[config.mk]
export PLATFORM = sky130hd
export DESIGN_NAME = lowside_chopper
export DESIGN_NICKNAME = d
export VERILOG_FILES = /design/src/rtl/lsc_pkg.sv /design/src/rtl/lsc_ramp.sv /design/src/rtl/lsc_en_sync.sv /design/src/rtl/lsc_oc_latch.sv /design/src/rtl/lowside_chopper.sv
export SDC_FILE = /design/constraint.sdc
export NUM_CORES = 1
export LEC_CHECK = 0
export ABC_AREA = 0
export BUFFER_PORTS_ARGS = -buffer_cell sky130_fd_sc_hd__buf_2
export CORE_MARGIN = 2
export CORE_UTILIZATION = 55
export CTS_BUF_LIST = sky130_fd_sc_hd__clkbuf_4 sky130_fd_sc_hd__clkbuf_8
export DETAILED_ROUTE_END_ITERATION = 16
export PLACE_DENSITY = 0.77
export SLEW_MARGIN = 15
export SYNTH_ARGS = -nofsm -noshare
export SYNTH_HDL_FRONTEND = slang
export SYNTH_SLANG_ARGS = --single-unit
[constraint.sdc]
create_clock -name clk -period 1.65 [get_ports clk]
set_input_delay 0.2475 -clock clk [delete_from_list [all_inputs] [get_ports clk]]
set_output_delay 0.2475 -clock clk [all_outputs]
set_load 0.02 [all_outputs]
[src/rtl/lsc_pkg.sv]
package lsc_pkg;
  typedef enum logic [1:0] {
    SRC_OFF   = 2'd0,
    SRC_PWM   = 2'd1,
    SRC_BRAKE = 2'd2
  } gate_src_e;
endpackage

[src/rtl/lsc_ramp.sv]
module lsc_ramp #(
  parameter int RAMP_W = 8
) (
  input  logic            clk,
  input  logic            rst,
  input  logic [RAMP_W:0] trip_in,
  output logic            wrap_o,
  output logic            pwm_on_o
);
  localparam logic [RAMP_W-1:0] CNT_MAX  = {RAMP_W{1'b1}};
  localparam logic [RAMP_W:0]   TRIP_MAX = {1'b0, {RAMP_W{1'b1}}};

  logic [RAMP_W-1:0] cnt_q;
  logic [RAMP_W:0]   trip_q;

  assign wrap_o = (cnt_q == CNT_MAX);

  always_ff @(posedge clk) begin
    if (rst) begin
      cnt_q  <= '0;
      trip_q <= '1;
    end else begin
      cnt_q <= cnt_q + 1'b1;
      if (wrap_o) trip_q <= trip_in;
    end
  end

  assign pwm_on_o = (trip_q < TRIP_MAX) && ({1'b0, cnt_q} >= trip_q);

  p_wrap_r2: assert property (@(posedge clk) disable iff (rst)
    (cnt_q == CNT_MAX) |=> (cnt_q == '0));
  p_count_r2: assert property (@(posedge clk) disable iff (rst)
    (cnt_q != CNT_MAX) |=> (cnt_q == $past(cnt_q) + 1'b1));
  p_trip_hold_r4: assert property (@(posedge clk) disable iff (rst)
    !wrap_o |=> $stable(trip_q));
endmodule

[src/rtl/lsc_en_sync.sv]
module lsc_en_sync #(
  parameter int STAGES = 2
) (
  input  logic clk,
  input  logic rst,
  input  logic en_async,
  output logic en_level_o,
  output logic en_rise_o
);
  localparam int CHAIN = STAGES + 1;

  logic [CHAIN-1:0] chain_q;

  always_ff @(posedge clk) begin
    if (rst) chain_q[0] <= 1'b0;
    else     chain_q[0] <= en_async;
  end

  for (genvar g = 1; g < CHAIN; g++) begin : g_stage
    always_ff @(posedge clk) begin
      if (rst) chain_q[g] <= 1'b0;
      else     chain_q[g] <= chain_q[g-1];
    end
  end

  assign en_level_o = chain_q[STAGES-1];
  assign en_rise_o  = chain_q[STAGES-1] & ~chain_q[STAGES];

  p_pulse_r7: assert property (@(posedge clk) disable iff (rst)
    en_rise_o |=> !en_rise_o);
endmodule

[src/rtl/lsc_oc_latch.sv]
module lsc_oc_latch (
  input  logic clk,
  input  logic rst,
  input  logic oc_in,
  input  logic release_evt,
  output logic latch_next_o,
  output logic latched_o
);
  logic latch_q;

  always_comb begin
    if (oc_in)            latch_next_o = 1'b1;
    else if (release_evt) latch_next_o = 1'b0;
    else                  latch_next_o = latch_q;
  end

  always_ff @(posedge clk) begin
    if (rst) latch_q <= 1'b0;
    else     latch_q <= latch_next_o;
  end

  assign latched_o = latch_q;

  p_set_wins_r6: assert property (@(posedge clk) disable iff (rst)
    (oc_in && release_evt) |=> latched_o);
  p_hold_r6: assert property (@(posedge clk) disable iff (rst)
    (latched_o && !release_evt) |=> latched_o);
  p_stay_clear_r6: assert property (@(posedge clk) disable iff (rst)
    (!latched_o && !oc_in) |=> !latched_o);
endmodule

[src/rtl/lowside_chopper.sv]
module lowside_chopper #(
  parameter int RAMP_W      = 8,
  parameter int SYNC_STAGES = 2
) (
  input  logic            clk,
  input  logic            rst,
  input  logic [RAMP_W:0] trip_level,
  input  logic            chop_en,
  input  logic            oc_flag,
  input  logic            brake,
  output logic            gate_lo,
  output logic            oc_latched
);
  import lsc_pkg::*;

  logic      wrap, pwm_on, en_level, en_rise, latch_next, release_evt;
  gate_src_e src;
  logic      gate_q;

  lsc_ramp #(.RAMP_W(RAMP_W)) u_ramp (
    .clk      (clk),
    .rst      (rst),
    .trip_in  (trip_level),
    .wrap_o   (wrap),
    .pwm_on_o (pwm_on)
  );

  lsc_en_sync #(.STAGES(SYNC_STAGES)) u_sync (
    .clk        (clk),
    .rst        (rst),
    .en_async   (chop_en),
    .en_level_o (en_level),
    .en_rise_o  (en_rise)
  );

  assign release_evt = wrap | en_rise;

  lsc_oc_latch u_latch (
    .clk          (clk),
    .rst          (rst),
    .oc_in        (oc_flag),
    .release_evt  (release_evt),
    .latch_next_o (latch_next),
    .latched_o    (oc_latched)
  );

  always_comb begin
    if (brake)                               src = SRC_BRAKE;
    else if (en_level && pwm_on && !latch_next) src = SRC_PWM;
    else                                     src = SRC_OFF;
  end

  always_ff @(posedge clk) begin
    if (rst) gate_q <= 1'b0;
    else     gate_q <= (src != SRC_OFF);
  end

  assign gate_lo = gate_q;

  p_oc_cut_r5: assert property (@(posedge clk) disable iff (rst)
    (oc_flag && !brake) |=> !gate_lo);
  p_brake_on_r8: assert property (@(posedge clk) disable iff (rst)
    brake |=> gate_lo);
  p_en_low_r7: assert property (@(posedge clk) disable iff (rst)
    (!en_level && !brake) |=> !gate_lo);
  p_latch_blocks_r6: assert property (@(posedge clk) disable iff (rst)
    (oc_latched && !release_evt && !brake) |=> !gate_lo);
endmodule

==> metrics.md <==
| Metric | Value |
|---|---|
| Result of the run | `finished, final reports clean` |
| Critical path's top delay family | `compound AO/OA/AOI/OAI gates` |
| Arrival time reported for the critical path endpoint | `1.79 ns` |
| Starting utilization of the core area | `0.596` |
| Final clock period utilization by the worst path | `0.967` |
| Port-buffer cells | `15` |
| Post-Synthesis Cell Area | `1050 µm²` |
| Switching portion of total power | `0.209` |
| Gr usage total | `0.217` |
| Number of filler cells placed in the layout | `136` |
| Worst hold path class | `primary input to flop` |
| Transition time at the pin with the least slew margin | `0.405 ns` |
| Required time worst endpoint | `1.85 ns` |
| Vias in the first global route | `744` |
| Total congestion overflow | `0` |
| DRC violation total after the first TritonRoute iteration | `10` |
| Final-report max-slew violation count | `0` |
| Hold_sp | `trip_level[8]` |
| # H-tree levels | `1` |
| Upper clock frequency limit | `627 MHz` |
| Final setup violation count | `0` |
| Pre-Repair DR Iteration Count | `4` |
| Share of power burned in registers | `0.533` |
| End-of-flow core utilization | `0.740` |
| Ys Warns | `0` |
| Syn Nets | `133` |
| Number of buffers on the longest clock path | `2` |
| Top FF cell, synth | `dfxtp_1` |
| Die area | `2280 µm²` |
| Sequential area share after synthesis | `0.419` |
| Clock skew after layout | `0.00940 ns` |
| Critical-path top delay cell | `a2111oi_4` |
| Kind of capture point of the worst setup path | `flop` |
| R2r setup slk | `0.06 ns` |
| Power density cells | `796 nW/µm²` |
| Hold Vio Cnt, Final | `0` |
| Worst rel slew slack | `0.730` |
| Clock tree from TritonCTS | `yes` |
| Routed via count | `824` |
| Post-detail-place hpwl | `1.43 mm` |
| Avg Vias per Cell | `5.35` |
| Launching point of the worst reg2reg path | `u_ramp.trip_q[1]` |
| WP buf/inv | `1` |
| Internal cell power | `0.000823 W` |
| Root buffer cell | `clkbuf_4` |
| Final antenna-violating net count | `0` |
| Final hold slack | `0.126 ns` |
| Min Clock Period, post-route | `1.59 ns` |
| Largest fanout of any net on the critical path | `2` |
| Number of rows created at floorplan | `15` |
| Number of nets in the final layout | `153` |
| Insertion delay of the later-clocked pin in the worst-skew pair | `0.32 ns` |
| Post-Syn Instances | `110` |
| Endpoint with the worst hold slack | `u_ramp.trip_q[8]` |
| Number of CTS-inserted buffers | `3` |
| Element type at the critical path start | `flop` |
| Average cell area after synthesis | `9.57 µm²` |
| FF-to-FF End | `gate_lo` |
| Worst-case vdd ir drop | `0.789 mV` |
| Critical Path, Cell by Cell | `inv_1 -> ha_1 -> nand4_1 -> o221ai_2 -> a2111oi_4 -> a211oi_2` |
| Clock input transition at the sequential cells of the worst setup and hold paths | `0.13 ns` |
| Number of unique standard cell types used by synthesis | `28` |
| Ys async rst share | `0` |
| Kind of critical path | `flop to flop` |
| Number of placed I/O pins | `16` |
| Share of post-route cells with drive strength above 1 | `0.310` |
| Maximum number of pins on one net before global-route repair | `23` |
| Net switching power of the design | `0.000217 W` |
| Height of the die | `47.7 µm` |
| Signed area change from the synthesized netlist to the final layout | `24.0%` |
| Clock network fraction of design power | `0.401` |
| Worst reg2reg path depth | `6` |
| Count of cells along the worst hold path | `2` |
| Final wirelength | `2.23 mm` |
| Die Span X | `47.7 µm` |
| Average routed wire per standard cell | `14.5 µm` |
| GPL Wtd Cong | `0.842` |
| Core Area | `1760 µm²` |
| Antenna violations before repair | `0` |
| Register bit total from synthesis | `22` |
| Combinational cell fraction of total power | `0.066` |
| Wire length of the first global-routing pass | `3.26 mm` |
| Number of clock sinks | `22` |
| Drc violations | `0` |
| Number of maximum-capacitance constraint violations | `0` |
| Antenna diode count | `0` |
| Maximum single-stage delay on the critical path | `0.38 ns` |
| Number of synthesized flops with an enable pin | `0` |
| Leakage power | `0.565 nW` |
-- state kept, by name, indices dropped and copies added, names as in the netlist --
signal / flops
u_ramp.cnt_q: 8
u_ramp.trip_q: 9
gate_lo: 1
u_sync.en_level_o: 1
u_latch.latched_o: 1
u_sync.chain_q: 2
-- worst max path at each step --
stage                          start  endpoint  slack (ns)  cells past startpoint
floorplan           u_ramp.trip_q[2]   gate_lo        0.17                      6
global route        u_ramp.trip_q[1]   gate_lo       -0.03                      6
detailed placement  u_ramp.trip_q[2]   gate_lo        0.06                      6
global placement    u_ramp.trip_q[4]   gate_lo        0.11                      6
CTS                 u_ramp.trip_q[4]   gate_lo        0.02                      6
finish              u_ramp.trip_q[1]   gate_lo        0.06                      6
-- routing by layer --
metal / track usage / vias to the layer above / routed length (µm)
li1: - / 419 / -
met1: 0.269 / 380 / 967
met2: 0.331 / 19 / 1130
met3: 0.0528 / 6 / 68
met4: 0.146 / 0 / 65
met5: 0 / - / 0
-- cells by family (layout without fill, tap and decap cells) --
group / after synthesis / count (layout) / share of synthesized area
buffers and inverters: 14 / 33 / 0.0642
XOR/XNOR: 6 / 6 / 0.0499
AO/OA/AOI/OAI: 20 / 20 / 0.176
flip-flops: 22 / 22 / 0.419
adder cells (fa/ha/maj): 9 / 9 / 0.107
AND/OR/NAND/NOR: 39 / 39 / 0.184
-- synth_stat cells, types with 2 or more instances --
cell type | instances | area share
nand3_1 | 6 | 0.029
and3_1 | 2 | 0.012
nor2b_1 | 5 | 0.030
xor2_1 | 5 | 0.042
buf_6 | 2 | 0.021
nand2_1 | 3 | 0.011
a21oi_1 | 3 | 0.014
dfxtp_1 | 22 | 0.42
nor2_1 | 17 | 0.061
a211o_1 | 9 | 0.075
inv_1 | 10 | 0.036
ha_1 | 9 | 0.11
nand4_1 | 2 | 0.012
-- metrics by stage --
step	area (µm²)	TNS (ns)	total power, W	std cells	setup WS, ns
floorplan	1050	0	0.000595	110	0.171
global placement	1170	0	0.000624	150	0.110
detailed placement	1170	0	0.000628	150	0.0609
CTS	1230	0	0.00103	154	0.0171
global route	1310	-0.0275	0.00107	154	-0.0275
finish	1310	0	0.00104	154	0.0550
-- repair_timing --
| item | 4_1_cts | 5_1_grt |
|---|---|---|
| buffers inserted | 0 | 0 |
| resized for setup | 1 | 12 |
| pin swaps | 0 | 6 |
| hold endpoints to repair | 0 | 0 |
| hold buffers | 0 | 0 |
| endpoints found under the setup margin | 1 | 1 |
-- power by group through the flow --
stage | Combinational [W] | Clock, W | Sequential [W]
CTS | 0.0000649 | 0.000418 | 0.000552
floorplan | 0.0000286 | 0 | 0.000566
global placement | 0.0000606 | 0 | 0.000564
detailed placement | 0.0000634 | 0 | 0.000564
global route | 0.0000768 | 0.000436 | 0.000555
finish | 0.0000690 | 0.000417 | 0.000554
-- layout by cell type, fill, tap and decap left out, drive strengths merged --
cell type,count
o221ai,1
nand2b,1
dfxtp,22
and4,2
ha,9
nand2,3
a211oi,1
nor2b,5
a211o,9
and3,2
o21ba,1
a21oi,3
o21ai,2
clkbuf,3
inv,10
a2111oi,2
bufinv,1
nor2,18
o32ai,1
nand3,6
nand4,2
xor2,5
buf,19
xnor2,1
-- cell type report --
cell class	count	area, µm²	share of cell area
Clock buffer	3	22.5	0.0173
Clock inverter	1	30.0	0.0230
Inverter	10	37.5	0.0288
Multi-Input combinational cell	74	621	0.476
Sequential cell	22	445	0.341
Tap cell	25	31.3	0.0240
Timing Repair Buffer	19	118	0.0901
(Power assumes the default switching activity.)
